## config.mk

```make
export PLATFORM = sky130hd
export DESIGN_NAME = dbg_reg_cmd
export DESIGN_NICKNAME = d
export VERILOG_FILES = /design/src/rtl/dbg_cmd_pkg.sv /design/src/rtl/dbg_cmd_decode.sv /design/src/rtl/dbg_csr.sv /design/src/rtl/dbg_cmd_seq.sv /design/src/rtl/dbg_reg_cmd.sv
export SDC_FILE = /design/constraint.sdc
export NUM_CORES = 1
export LEC_CHECK = 0
export BUFFER_PORTS_ARGS = -buffer_cell sky130_fd_sc_hd__buf_2
export CORE_MARGIN = 2
export CORE_UTILIZATION = 49
export CTS_CLUSTER_SIZE = 28
export DETAILED_ROUTE_END_ITERATION = 8
export GPL_TIMING_DRIVEN = 0
export HOLD_SLACK_MARGIN = 0.15
export PLACE_DENSITY = 0.71
export SYNTH_ARGS = -nofsm -noshare
export SYNTH_HDL_FRONTEND = slang
export SYNTH_HIERARCHICAL = 1
export SYNTH_SLANG_ARGS = --single-unit
```

## constraint.sdc

```tcl
create_clock -name clk -period 2.76 [get_ports clk]
set_input_delay 0.276 -clock clk [delete_from_list [all_inputs] [get_ports clk]]
set_output_delay 0.276 -clock clk [all_outputs]
set_load 0.05 [all_outputs]
```

## src/rtl/dbg_cmd_pkg.sv

```systemverilog
package dbg_cmd_pkg;

    localparam int WORD_W = 16;
    localparam int RSP_W  = WORD_W + 1;
    localparam int REG_W  = 2 * WORD_W;
    localparam int SEL_W  = 5;
    localparam int FLAG_N = 4;

    // CSR layout
    localparam int FLAG_LSB  = 24;
    localparam int BST_LSB   = 28;
    localparam int BST_W     = 4;
    localparam int CFG_W     = 16;
    localparam int L2EN_BIT  = 8;

    // command words
    localparam logic [WORD_W-SEL_W-1:0] RD_OPC = 11'b0010_1101_100;
    localparam logic [WORD_W-1:0]       WR_CMD = 16'h2C80;

    // responses
    localparam logic [RSP_W-1:0] RSP_NOT_READY = 17'h1_0000;
    localparam logic [RSP_W-1:0] RSP_ERROR     = 17'h1_0001;
    localparam logic [RSP_W-1:0] RSP_WR_DONE   = 17'h0_FFFF;

    localparam logic [BST_W-1:0] BST_NONE = 4'h0;
    localparam logic [BST_W-1:0] BST_LVL1 = 4'h1;
    localparam logic [BST_W-1:0] BST_LVL2 = 4'h2;

    typedef enum logic [1:0] {
        K_READ,
        K_WRITE,
        K_ILLEGAL
    } cmd_kind_t;

    typedef enum logic [2:0] {
        ST_IDLE,
        ST_RD_LSW,
        ST_WR_SEL_HI,
        ST_WR_SEL_LO,
        ST_WR_DAT_HI,
        ST_WR_DAT_LO
    } seq_state_t;

endpackage

```

## src/rtl/dbg_cmd_decode.sv

```systemverilog
module dbg_cmd_decode
    import dbg_cmd_pkg::*;
(
    input  logic [WORD_W-1:0] cmd_word,
    output cmd_kind_t         kind
);
    logic [SEL_W-1:0] sel;
    logic             rd_match;

    assign sel      = cmd_word[SEL_W-1:0];
    assign rd_match = (cmd_word[WORD_W-1:SEL_W] == RD_OPC);

    always_comb begin
        if (rd_match && sel == '0)
            kind = K_READ;
        else if (cmd_word == WR_CMD)
            kind = K_WRITE;
        else
            kind = K_ILLEGAL;
    end
endmodule

```

## src/rtl/dbg_csr.sv

```systemverilog
module dbg_csr
    import dbg_cmd_pkg::*;
(
    input  logic              clk,
    input  logic              rst_n,
    input  logic [FLAG_N-1:0] flag_evt,
    input  logic              brk_l1,
    input  logic              brk_l2,
    input  logic              rd_clr,
    input  logic              wr_en,
    input  logic [CFG_W-1:0]  wr_cfg,
    output logic [REG_W-1:0]  csr_q
);
    logic [FLAG_N-1:0] flag_q;
    logic [BST_W-1:0]  bst_q;
    logic [BST_W-1:0]  bst_base;
    logic [BST_W-1:0]  bst_d;
    logic [CFG_W-1:0]  cfg_q;
    logic              bst_clr;

    // event flags: a set strobe beats a clearing read
    for (genvar i = 0; i < FLAG_N; i++) begin : g_flag
        always_ff @(posedge clk or negedge rst_n) begin
            if (!rst_n)
                flag_q[i] <= 1'b0;
            else if (flag_evt[i])
                flag_q[i] <= 1'b1;
            else if (rd_clr)
                flag_q[i] <= 1'b0;
        end

        p_flag_set_r7: assert property (@(posedge clk) disable iff (!rst_n)
            flag_evt[i] |=> csr_q[FLAG_LSB+i]);
        p_flag_clr_r5: assert property (@(posedge clk) disable iff (!rst_n)
            (rd_clr && !flag_evt[i]) |=> !csr_q[FLAG_LSB+i]);
    end

    // breakpoint status
    always_comb begin
        bst_clr  = rd_clr && ((bst_q == BST_LVL2) ||
                              (bst_q == BST_LVL1 && !cfg_q[L2EN_BIT]));
        bst_base = bst_clr ? BST_NONE : bst_q;
        if (brk_l2)
            bst_d = BST_LVL2;
        else if (brk_l1 && bst_base != BST_LVL2)
            bst_d = BST_LVL1;
        else
            bst_d = bst_base;
    end

    always_ff @(posedge clk or negedge rst_n) begin
        if (!rst_n)
            bst_q <= BST_NONE;
        else
            bst_q <= bst_d;
    end

    always_ff @(posedge clk or negedge rst_n) begin
        if (!rst_n)
            cfg_q <= '0;
        else if (wr_en)
            cfg_q <= wr_cfg;
    end

    always_comb begin
        csr_q = '0;
        csr_q[BST_LSB +: BST_W]   = bst_q;
        csr_q[FLAG_LSB +: FLAG_N] = flag_q;
        csr_q[CFG_W-1:0]          = cfg_q;
    end

    p_bst_l2_r11: assert property (@(posedge clk) disable iff (!rst_n)
        brk_l2 |=> csr_q[BST_LSB +: BST_W] == BST_LVL2);
    p_bst_keep_r6: assert property (@(posedge clk) disable iff (!rst_n)
        (!rd_clr && !brk_l1 && !brk_l2) |=> $stable(csr_q[BST_LSB +: BST_W]));
    p_cfg_hold_r9: assert property (@(posedge clk) disable iff (!rst_n)
        !wr_en |=> $stable(csr_q[CFG_W-1:0]));
endmodule

```

## src/rtl/dbg_cmd_seq.sv

```systemverilog
module dbg_cmd_seq
    import dbg_cmd_pkg::*;
(
    input  logic              clk,
    input  logic              rst_n,
    input  logic              word_valid,
    input  logic [WORD_W-1:0] word_in,
    input  logic              wr_bus_err,
    input  cmd_kind_t         kind,
    input  logic [REG_W-1:0]  csr_q,
    output logic              rd_clr,
    output logic              wr_en,
    output logic [CFG_W-1:0]  wr_cfg,
    output logic [RSP_W-1:0]  rsp_word
);
    seq_state_t         state_q;
    seq_state_t         state_d;
    logic [RSP_W-1:0]   rsp_d;
    logic [WORD_W-1:0]  lsw_q;
    logic               sel_bad_q;
    logic               sel_bad_d;

    // state register
    always_ff @(posedge clk or negedge rst_n) begin
        if (!rst_n)
            state_q <= ST_IDLE;
        else
            state_q <= state_d;
    end

    // next state, controls and response
    always_comb begin
        state_d   = state_q;
        rsp_d     = rsp_word;
        sel_bad_d = sel_bad_q;
        rd_clr    = 1'b0;
        wr_en     = 1'b0;
        wr_cfg    = word_in[CFG_W-1:0];
        if (word_valid) begin
            unique case (state_q)
                ST_IDLE: begin
                    unique case (kind)
                        K_READ: begin
                            rd_clr  = 1'b1;
                            rsp_d   = {1'b0, csr_q[REG_W-1:WORD_W]};
                            state_d = ST_RD_LSW;
                        end
                        K_WRITE: begin
                            rsp_d   = RSP_NOT_READY;
                            state_d = ST_WR_SEL_HI;
                        end
                        default: begin
                            rsp_d   = RSP_ERROR;
                            state_d = ST_IDLE;
                        end
                    endcase
                end
                ST_RD_LSW: begin
                    rsp_d   = {1'b0, lsw_q};
                    state_d = ST_IDLE;
                end
                ST_WR_SEL_HI: begin
                    sel_bad_d = (word_in != '0);
                    rsp_d     = RSP_NOT_READY;
                    state_d   = ST_WR_SEL_LO;
                end
                ST_WR_SEL_LO: begin
                    sel_bad_d = sel_bad_q || (word_in != '0);
                    rsp_d     = RSP_NOT_READY;
                    state_d   = ST_WR_DAT_HI;
                end
                ST_WR_DAT_HI: begin
                    rsp_d   = RSP_NOT_READY;
                    state_d = ST_WR_DAT_LO;
                end
                ST_WR_DAT_LO: begin
                    if (sel_bad_q || wr_bus_err) begin
                        rsp_d = RSP_ERROR;
                    end else begin
                        rsp_d = RSP_WR_DONE;
                        wr_en = 1'b1;
                    end
                    state_d = ST_IDLE;
                end
                default: state_d = ST_IDLE;
            endcase
        end
    end

    // output and holding registers
    always_ff @(posedge clk or negedge rst_n) begin
        if (!rst_n) begin
            rsp_word  <= RSP_NOT_READY;
            lsw_q     <= '0;
            sel_bad_q <= 1'b0;
        end else begin
            rsp_word  <= rsp_d;
            sel_bad_q <= sel_bad_d;
            if (rd_clr)
                lsw_q <= csr_q[WORD_W-1:0];
        end
    end

    p_rsp_hold_r2: assert property (@(posedge clk) disable iff (!rst_n)
        !word_valid |=> $stable(rsp_word));
    p_rd_one_word_r3: assert property (@(posedge clk) disable iff (!rst_n)
        (word_valid && state_q == ST_RD_LSW) |=> state_q == ST_IDLE);
    p_illegal_rsp_r4: assert property (@(posedge clk) disable iff (!rst_n)
        (word_valid && state_q == ST_IDLE && kind == K_ILLEGAL)
            |=> (rsp_word == RSP_ERROR && state_q == ST_IDLE));
    p_wr_busy_r8: assert property (@(posedge clk) disable iff (!rst_n)
        (word_valid && (state_q == ST_WR_SEL_HI || state_q == ST_WR_SEL_LO ||
                        state_q == ST_WR_DAT_HI))
            |=> rsp_word == RSP_NOT_READY);
    p_err_no_write_r9: assert property (@(posedge clk) disable iff (!rst_n)
        (wr_bus_err && state_q == ST_WR_DAT_LO) |-> !wr_en);
    p_sel_no_write_r10: assert property (@(posedge clk) disable iff (!rst_n)
        (sel_bad_q && state_q == ST_WR_DAT_LO) |-> !wr_en);
endmodule

```

## src/rtl/dbg_reg_cmd.sv

```systemverilog
module dbg_reg_cmd
    import dbg_cmd_pkg::*;
(
    input  logic              clk,
    input  logic              rst_n,
    input  logic              word_valid,
    input  logic [WORD_W-1:0] word_in,
    input  logic              wr_bus_err,
    input  logic [FLAG_N-1:0] flag_evt,
    input  logic              brk_l1,
    input  logic              brk_l2,
    output logic [RSP_W-1:0]  rsp_word
);
    cmd_kind_t        kind;
    logic [REG_W-1:0] csr_q;
    logic             rd_clr;
    logic             wr_en;
    logic [CFG_W-1:0] wr_cfg;

    dbg_cmd_decode u_decode (
        .cmd_word (word_in),
        .kind     (kind)
    );

    dbg_cmd_seq u_seq (
        .clk        (clk),
        .rst_n      (rst_n),
        .word_valid (word_valid),
        .word_in    (word_in),
        .wr_bus_err (wr_bus_err),
        .kind       (kind),
        .csr_q      (csr_q),
        .rd_clr     (rd_clr),
        .wr_en      (wr_en),
        .wr_cfg     (wr_cfg),
        .rsp_word   (rsp_word)
    );

    dbg_csr u_csr (
        .clk      (clk),
        .rst_n    (rst_n),
        .flag_evt (flag_evt),
        .brk_l1   (brk_l1),
        .brk_l2   (brk_l2),
        .rd_clr   (rd_clr),
        .wr_en    (wr_en),
        .wr_cfg   (wr_cfg),
        .csr_q    (csr_q)
    );

    p_rst_state_r1: assert property (@(posedge clk)
        $rose(rst_n) |-> rsp_word == RSP_NOT_READY);
endmodule

```

Word-level counts from Yosys, hierarchy flattened
Cells that the tools add are included.
{"block": "totals", "ff_bits": 61, "inputBits": 26, "output_inout_bits": 17}
{"block": "op_classes", "eq_ne": 11, "n_mux": 22, "reduce_logical": 21}
{"cell": "17-bit case mux with 4 select lines", "n": 1}
{"cell": "17-bit case mux with 2 select lines", "n": 1}
{"cell": "17-bit two-way mux", "n": 1}
{"cell": "16-bit by 14-bit equality test with 1-bit output, second input constant", "n": 1}
{"cell": "16-bit nonzero test", "n": 1}
{"cell": "4-bit two-way mux", "n": 3}
{"cell": "3-bit case mux with 4 select lines", "n": 1}
{"cell": "11-bit by 9-bit equality test with 1-bit output, second input constant", "n": 1}
{"cell": "1-bit two-way mux", "n": 11}
{"cell": "2-bit nonzero test", "n": 5}
{"cell": "3-bit by 2-bit equality test with 1-bit output, second input constant", "n": 2}
{"cell": "3-bit equality test, second input constant", "n": 2}
{"cell": "5-bit logical NOT", "n": 1}
{"cell": "4-bit by 1-bit equality test with 1-bit output, second input constant", "n": 1}
{"cell": "4-bit by 2-bit equality test with 1-bit output, second input constant", "n": 1}
{"cell": "1-bit logical AND", "n": 4}
{"cell": "2-bit two-way mux", "n": 2}
{"cell": "4-bit by 2-bit inequality test with 1-bit output, second input constant", "n": 1}
{"cell": "2-bit case mux with 2 select lines", "n": 1}
{"cell": "2-bit AND reduction", "n": 2}
{"cell": "4-bit nonzero test", "n": 1}
{"cell": "3-bit by 1-bit equality test with 1-bit output, second input constant", "n": 1}
{"cell": "3-bit logical NOT", "n": 1}
{"cell": "1-bit logical OR", "n": 3}
{"cell": "other kinds (5)", "n": 5}

Longest topological paths before layout
{"block": "depth", "depth_word": 13, "mapped_depth": 10, "ltp_nobuf": 9}

Cells and area by module
Netlist, hierarchy kept.
{"mod": "dbg_cmd_seq", "instances": 1, "cells_per_inst": 180, "area_each_um2": 2005.7, "seq_area_each_um2": 927.1}
{"mod": "dbg_csr", "instances": 1, "cells_per_inst": 66, "area_each_um2": 960.9, "seq_area_each_um2": 600.6}
{"mod": "dbg_cmd_decode", "instances": 1, "cells_per_inst": 6, "area_each_um2": 61.3, "seq_area_each_um2": 0.0}

Least setup slack after synthesis
No wires, ideal clock.
{"block": "synth_path", "kind": "input -> register", "start": "in word_in[15]", "end": "reg u_csr.bst_q[0]", "setup_ns": 0.134, "arrival_time_ns": 2.135, "required_time_ns": 2.626, "path_slack_ns": 0.490, "stages": 9, "path_cell_list": "nor4b_2 > nand4_1 > nor2_4 > nand4b_4 > buf_6 > inv_1 > or4b_1 > o31ai_1 > a21oi_1"}
{"block": "synth_via", "elab_chain_len": 13, "word_cells_on_any_way": 15}
{"element": "start: declaration", "line": "dbg_reg_cmd.sv:7", "rtl": "input logic [WORD_W-1:0] word_in,"}
{"element": "16-bit by 14-bit equality test with 1-bit output / 11-bit by 9-bit equality test with 1-bit output (equally long branches)", "line": "dbg_cmd_decode.sv:16, dbg_cmd_decode.sv:11"}
{"element": "2-bit two-way mux / 1-bit logical AND (equally long branches)", "line": "dbg_cmd_decode.sv:16, dbg_cmd_decode.sv:14"}
{"element": "2-bit two-way mux (*)", "line": "dbg_cmd_decode.sv:14", "rtl": "if (rd_match && sel == '0)"}
{"element": "net kind[1]", "line": "dbg_reg_cmd.sv:14", "rtl": "cmd_kind_t kind;"}
{"element": "2-bit logical NOT (*)", "line": "dbg_cmd_seq.sv:42", "rtl": "unique case (kind)"}
{"element": "1-bit two-way mux (*)", "line": "dbg_cmd_seq.sv:42"}
{"element": "1-bit two-way mux (*)", "line": "dbg_cmd_seq.sv:40", "rtl": "unique case (state_q)"}
{"element": "1-bit two-way mux (*)", "line": "dbg_cmd_seq.sv:39", "rtl": "if (word_valid) begin"}
{"element": "net rd_clr", "line": "dbg_reg_cmd.sv:16", "rtl": "logic rd_clr;"}
{"element": "1-bit logical AND (*)", "line": "dbg_csr.sv:40", "rtl": "bst_clr = rd_clr && ((bst_q == BST_LVL2) ||"}
{"element": "4-bit two-way mux (*)", "line": "dbg_csr.sv:42", "rtl": "bst_base = bst_clr ? BST_NONE : bst_q;"}
{"element": "4-bit by 2-bit inequality test with 1-bit output", "line": "dbg_csr.sv:45", "rtl": "else if (brk_l1 && bst_base != BST_LVL2)"}
{"element": "1-bit logical AND", "line": "dbg_csr.sv:45"}
{"element": "4-bit two-way mux (*)", "line": "dbg_csr.sv:45"}
{"element": "4-bit two-way mux (*)", "line": "dbg_csr.sv:43", "rtl": "if (brk_l2)"}
{"element": "net u_csr.bst_d[0]", "line": "dbg_csr.sv:17", "rtl": "logic [BST_W-1:0] bst_d;"}
{"element": "end signal: assignment", "line": "dbg_csr.sv:55", "rtl": "bst_q <= bst_d;"}
{"element": "end: declaration", "line": "dbg_csr.sv:15", "rtl": "logic [BST_W-1:0] bst_q;"}
Mark *: on every way through the listed nets, which the timed path passes. The rest lies on a longest branch.
A chain may end at the register's enable or synchronous reset.

Final worst setup path
{"block": "layout_path", "start": "in word_in[1]", "end": "reg u_csr.bst_q[0]"}
{"block": "layout_via", "elab_chain_len": 13, "word_cells_on_any_way": 15}
{"element": "16-bit by 14-bit equality test with 1-bit output / 5-bit logical NOT (equally long branches)", "line": "dbg_cmd_decode.sv:16, dbg_cmd_decode.sv:14"}
{"element": "2-bit two-way mux / 1-bit logical AND (equally long branches)", "line": "dbg_cmd_decode.sv:16, dbg_cmd_decode.sv:14"}
{"element": "2-bit two-way mux (*)", "line": "dbg_cmd_decode.sv:14"}
{"element": "net kind[1]", "line": "dbg_reg_cmd.sv:14"}
{"element": "2-bit logical NOT (*)", "line": "dbg_cmd_seq.sv:42"}
{"element": "1-bit two-way mux (*)", "line": "dbg_cmd_seq.sv:42"}
{"element": "1-bit two-way mux (*)", "line": "dbg_cmd_seq.sv:40"}
{"element": "1-bit two-way mux (*)", "line": "dbg_cmd_seq.sv:39"}
{"element": "net rd_clr", "line": "dbg_reg_cmd.sv:16"}
{"element": "1-bit logical AND (*)", "line": "dbg_csr.sv:40"}
{"element": "4-bit two-way mux (*)", "line": "dbg_csr.sv:42"}
{"element": "4-bit by 2-bit inequality test with 1-bit output", "line": "dbg_csr.sv:45"}
{"element": "1-bit logical AND", "line": "dbg_csr.sv:45"}
{"element": "4-bit two-way mux (*)", "line": "dbg_csr.sv:45"}
{"element": "4-bit two-way mux (*)", "line": "dbg_csr.sv:43"}
{"element": "net u_csr.bst_d[0]", "line": "dbg_csr.sv:17"}
Marks and branches as above.

==> flow_metrics.env <==
export IMPL_vias_per_cell=5.28
export IMPL_p_per_area_nw_per_um2=688
export IMPL_area_delta_synth_final_pct=20.0
export IMPL_grt_max_degree=62
export IMPL_share_of_final_layout_standard_cells_stronger_than_drive_strength_1_pct=43.0
export IMPL_remaining_drc_errors=0
export IMPL_place_worst_setup_slack_ns=-0.0235
export IMPL_critPathKind="input port to register"
export IMPL_clockBufferDepth=2
export IMPL_grt_setup_unrepaired="false"
export IMPL_avgRoutedWirePerCell_um=14.9
export IMPL_min_delay_worst_endpoint="u_csr/cfg_q[12]"
export IMPL_setup_total_negative_slack_ns=0
export IMPL_cts_sinks=61
export IMPL_top_fanout_value_on_the_critical_path=10
export IMPL_hold_path_depth=3
export IMPL_max_slew_worst_pin_slew_ns=0.757
export IMPL_top_level_ports=43
export IMPL_clock_insertion_delay_worst_skew_ns=0.34
export IMPL_die_width_um=82.6
export IMPL_fin_total_pwr_mw=2.50
export IMPL_final_hold_violation_count=0
export IMPL_achievable_frequency_ghz=0.405
export IMPL_standard_cell_core_area_um2=5960
export IMPL_final_period_minus_worst_setup_slack_ns=2.47
export IMPL_run_status="finished, final reports clean"
export IMPL_tritoncts_num_buffers=9
export IMPL_cp_arrival_ns=2.68
export IMPL_ir_drop_worst_case_vdd_mv=0.435
export IMPL_ys_dominant_reg_cell="sky130_fd_sc_hd__dfrtp_1"
export IMPL_hpwlAfterDp_mm=4.07
export IMPL_synth_distinct_cells=48
export IMPL_worstSetupStartpointType="input port"
export IMPL_postSynthRegisterBits=61
export IMPL_synth_async_reset_ratio_pct=100
export IMPL_met2_length_mm=2.65
export IMPL_worst_setup_hold_path_clk_slew_ns=0.07
export IMPL_reg_area_um2=1530
export IMPL_cts_repair_timing_setup_buffer_count=0
export IMPL_synth_warnings=6
export IMPL_routed_wl_met3_um=348
export IMPL_floorplan_die_height_um=82.6
export IMPL_met1_length_mm=2.76
export IMPL_max_slew_margin_rel_pct=49.6
export IMPL_hold_slack_ns=0.276
export IMPL_setup_worst_path_end_class="register"
export IMPL_htreeDepth=3
export IMPL_setup_reg_to_reg_worst_slack_ns=0.63
export IMPL_postSynthCellCount=252
export IMPL_dr_iter_0_viols=138
export IMPL_finalNetCount=344
export IMPL_detail_route_first_pass_iterations=4
export IMPL_setup_viol=0
export IMPL_postRouteWirelength_mm=5.92
export IMPL_synthesis_area_per_instance_um2=12.0
export IMPL_reg2reg_from="u_seq/state_q[0]"
export IMPL_die_area_um2=6820
export IMPL_report_final_slew_viol_count=0
export IMPL_gr_usage_total_pct=19.0
export IMPL_num_fill_cells=507
export IMPL_start_util_pct=50.8
export IMPL_static_leakage_power_nw=1.76
export IMPL_holdCritStartpoint="word_in[12]"
export IMPL_postLayoutSetupSlackWorst_ns=0.292
export IMPL_grt_antenna_before_repair=0
export IMPL_port_buffers=41
export IMPL_synthesis_area_um2=3030
export IMPL_top_layer="met4"
export IMPL_timing_final_crit_share_pct=89.4
export IMPL_grt_pass1_wl_mm=9.41
export IMPL_weighted_congestion_reported_at_the_end_of_routability_driven_placement=0.841
export IMPL_synth_edf_count=0
export IMPL_std_cell_rows=28
export IMPL_max_cap_viol_count=0
export IMPL_seq_area_frac_synth_pct=50.5
export IMPL_global_route_overflow_total=0
export IMPL_r2r_worst_path_cells=8
export IMPL_area_of_the_multi_input_gates_um2=1220
export IMPL_placedCellCount=375
export IMPL_ctsRootBufferMaster="sky130_fd_sc_hd__clkbuf_8"
export IMPL_num_antenna_cells=0
export IMPL_cp_required_ns=2.97
export IMPL_tritoncts="yes"
export IMPL_number_of_vias_in_the_routed_layout=2103
export IMPL_ant_nets=0
export IMPL_grt_pass1_vias=1970
export IMPL_hp_class="input port to register"
export IMPL_r2r_end="u_csr/bst_q[0]"
export IMPL_final_setup_skew_ns=0.00596
export IMPL_finalNonFillerCells=398
## cell families (layout without fill, tap and decap cells)
| group | count (synthesis) | count (layout) | synth area share (%) |
|---|---|---|---|
| muxes | 33 | 33 | 13.3 |
| AOI/OAI and AO/OA | 54 | 54 | 13.3 |
| buffers and inverters | 43 | 107 | 10.1 |
| and+or+nand+nor | 60 | 60 | 12.7 |
| other | 1 | 8 | 0.124 |
| DFF | 61 | 61 | 50.5 |
## where the power goes
group | switching (mW) | internal (mW)
Combinational | 0.382 | 0.232
Clock | 0.342 | 0.504
Sequential | 0.0568 | 0.983
## cells in the final DEF (no fill, tap or decap), drive strengths merged, types with 3 or more instances in the layout
cell,instances
inv,5
nor2,19
a31oi,16
a21o,6
o211ai,15
o21ai,3
nor4,6
nor3,3
dfrtp,60
dlygate4sd3,7
conb,8
clkbuf,14
nor3b,3
nand2,17
clkinv,3
buf,76
mux2,32
## metrics by stage
stage	util [%]	cell area [um^2]
floorplan	-	3050
global placement	56.3	3350
detailed placement	56.3	3350
CTS	60.8	3620
global route	61.0	3630
finish	61.0	3630
## final cells by class
type	instances	area share [%]
plain buffers	38	7.89
inverters	5	0.517
flip-flops and latches	61	42.1
multi-input cells	155	33.6
clock inverters	5	2.07
clock buffers	11	3.62
well taps	75	2.58
repair buffers	48	7.65
## Yosys cell counts, drive strengths merged, types with 2 or more instances
cell    count  area share, %
buf        35            8.7
o211ai     15            3.7
o21ai       3           0.50
a31oi      16            3.5
nand4       2           0.41
nor2       19            2.9
nor2b       2           0.41
a21boi      2           0.87
a21oi       2           0.33
mux2       32             13
nand2      17            2.4
nor4b       2           0.99
a21o        6            1.5
nor3        3           0.87
and3b       2           0.62
o21a        2           0.50
dfrtp      60             50
inv         5           0.62
nor3b       3            1.1
nor4        6            1.4
o22ai       2           0.41
clkbuf      3           0.74
## routing by layer
layer | global-route usage [%] | vias up
met2 | 27.8 | 74
met4 | 10.2 | 0
met3 | 5.54 | 18
li1 | - | 1023
met1 | 25.5 | 988
met5 | 0 | -
## worst max-delay path by stage
stage,from,endpoint,slack (ns),cells after the start
3_5_place_dp,word_in[1],u_csr/bst_q[0],-0.02,10
5_1_grt,word_in[1],u_csr/bst_q[0],0.19,10
3_3_place_gp,word_in[1],u_csr/bst_q[0],0.05,10
2_1_floorplan,word_in[15],u_csr/bst_q[0],0.49,9
6_report,word_in[1],u_csr/bst_q[0],0.29,10
4_1_cts,word_in[1],u_csr/bst_q[0],0.34,10
## worst max-delay path, cell delays in order
cell and delay [ns]:
sky130_fd_sc_hd__buf_2 0.12, sky130_fd_sc_hd__nor4_2 0.29, sky130_fd_sc_hd__nand4_1 0.32, sky130_fd_sc_hd__nor2_4 0.32
sky130_fd_sc_hd__nand4b_4 0.24, sky130_fd_sc_hd__buf_6 0.23, sky130_fd_sc_hd__inv_1 0.12, sky130_fd_sc_hd__or4b_1 0.45
sky130_fd_sc_hd__o31ai_1 0.21, sky130_fd_sc_hd__a21oi_1 0.10
## repair_timing
action,4_1_cts,5_1_grt
hold endpoints to repair,7,60
gates resized for setup,0,0
hold buffers,6,1
## state kept, by name (all words and copies together) (netlist names)
name,count
u_csr/bst_q,4
u_csr/cfg_q,16
u_csr/csr_q,4
u_seq/lsw_q,16
u_seq/rsp_word,17
u_seq/sel_bad_q,1
u_seq/state_q,3
(Power assumes the default switching activity.)
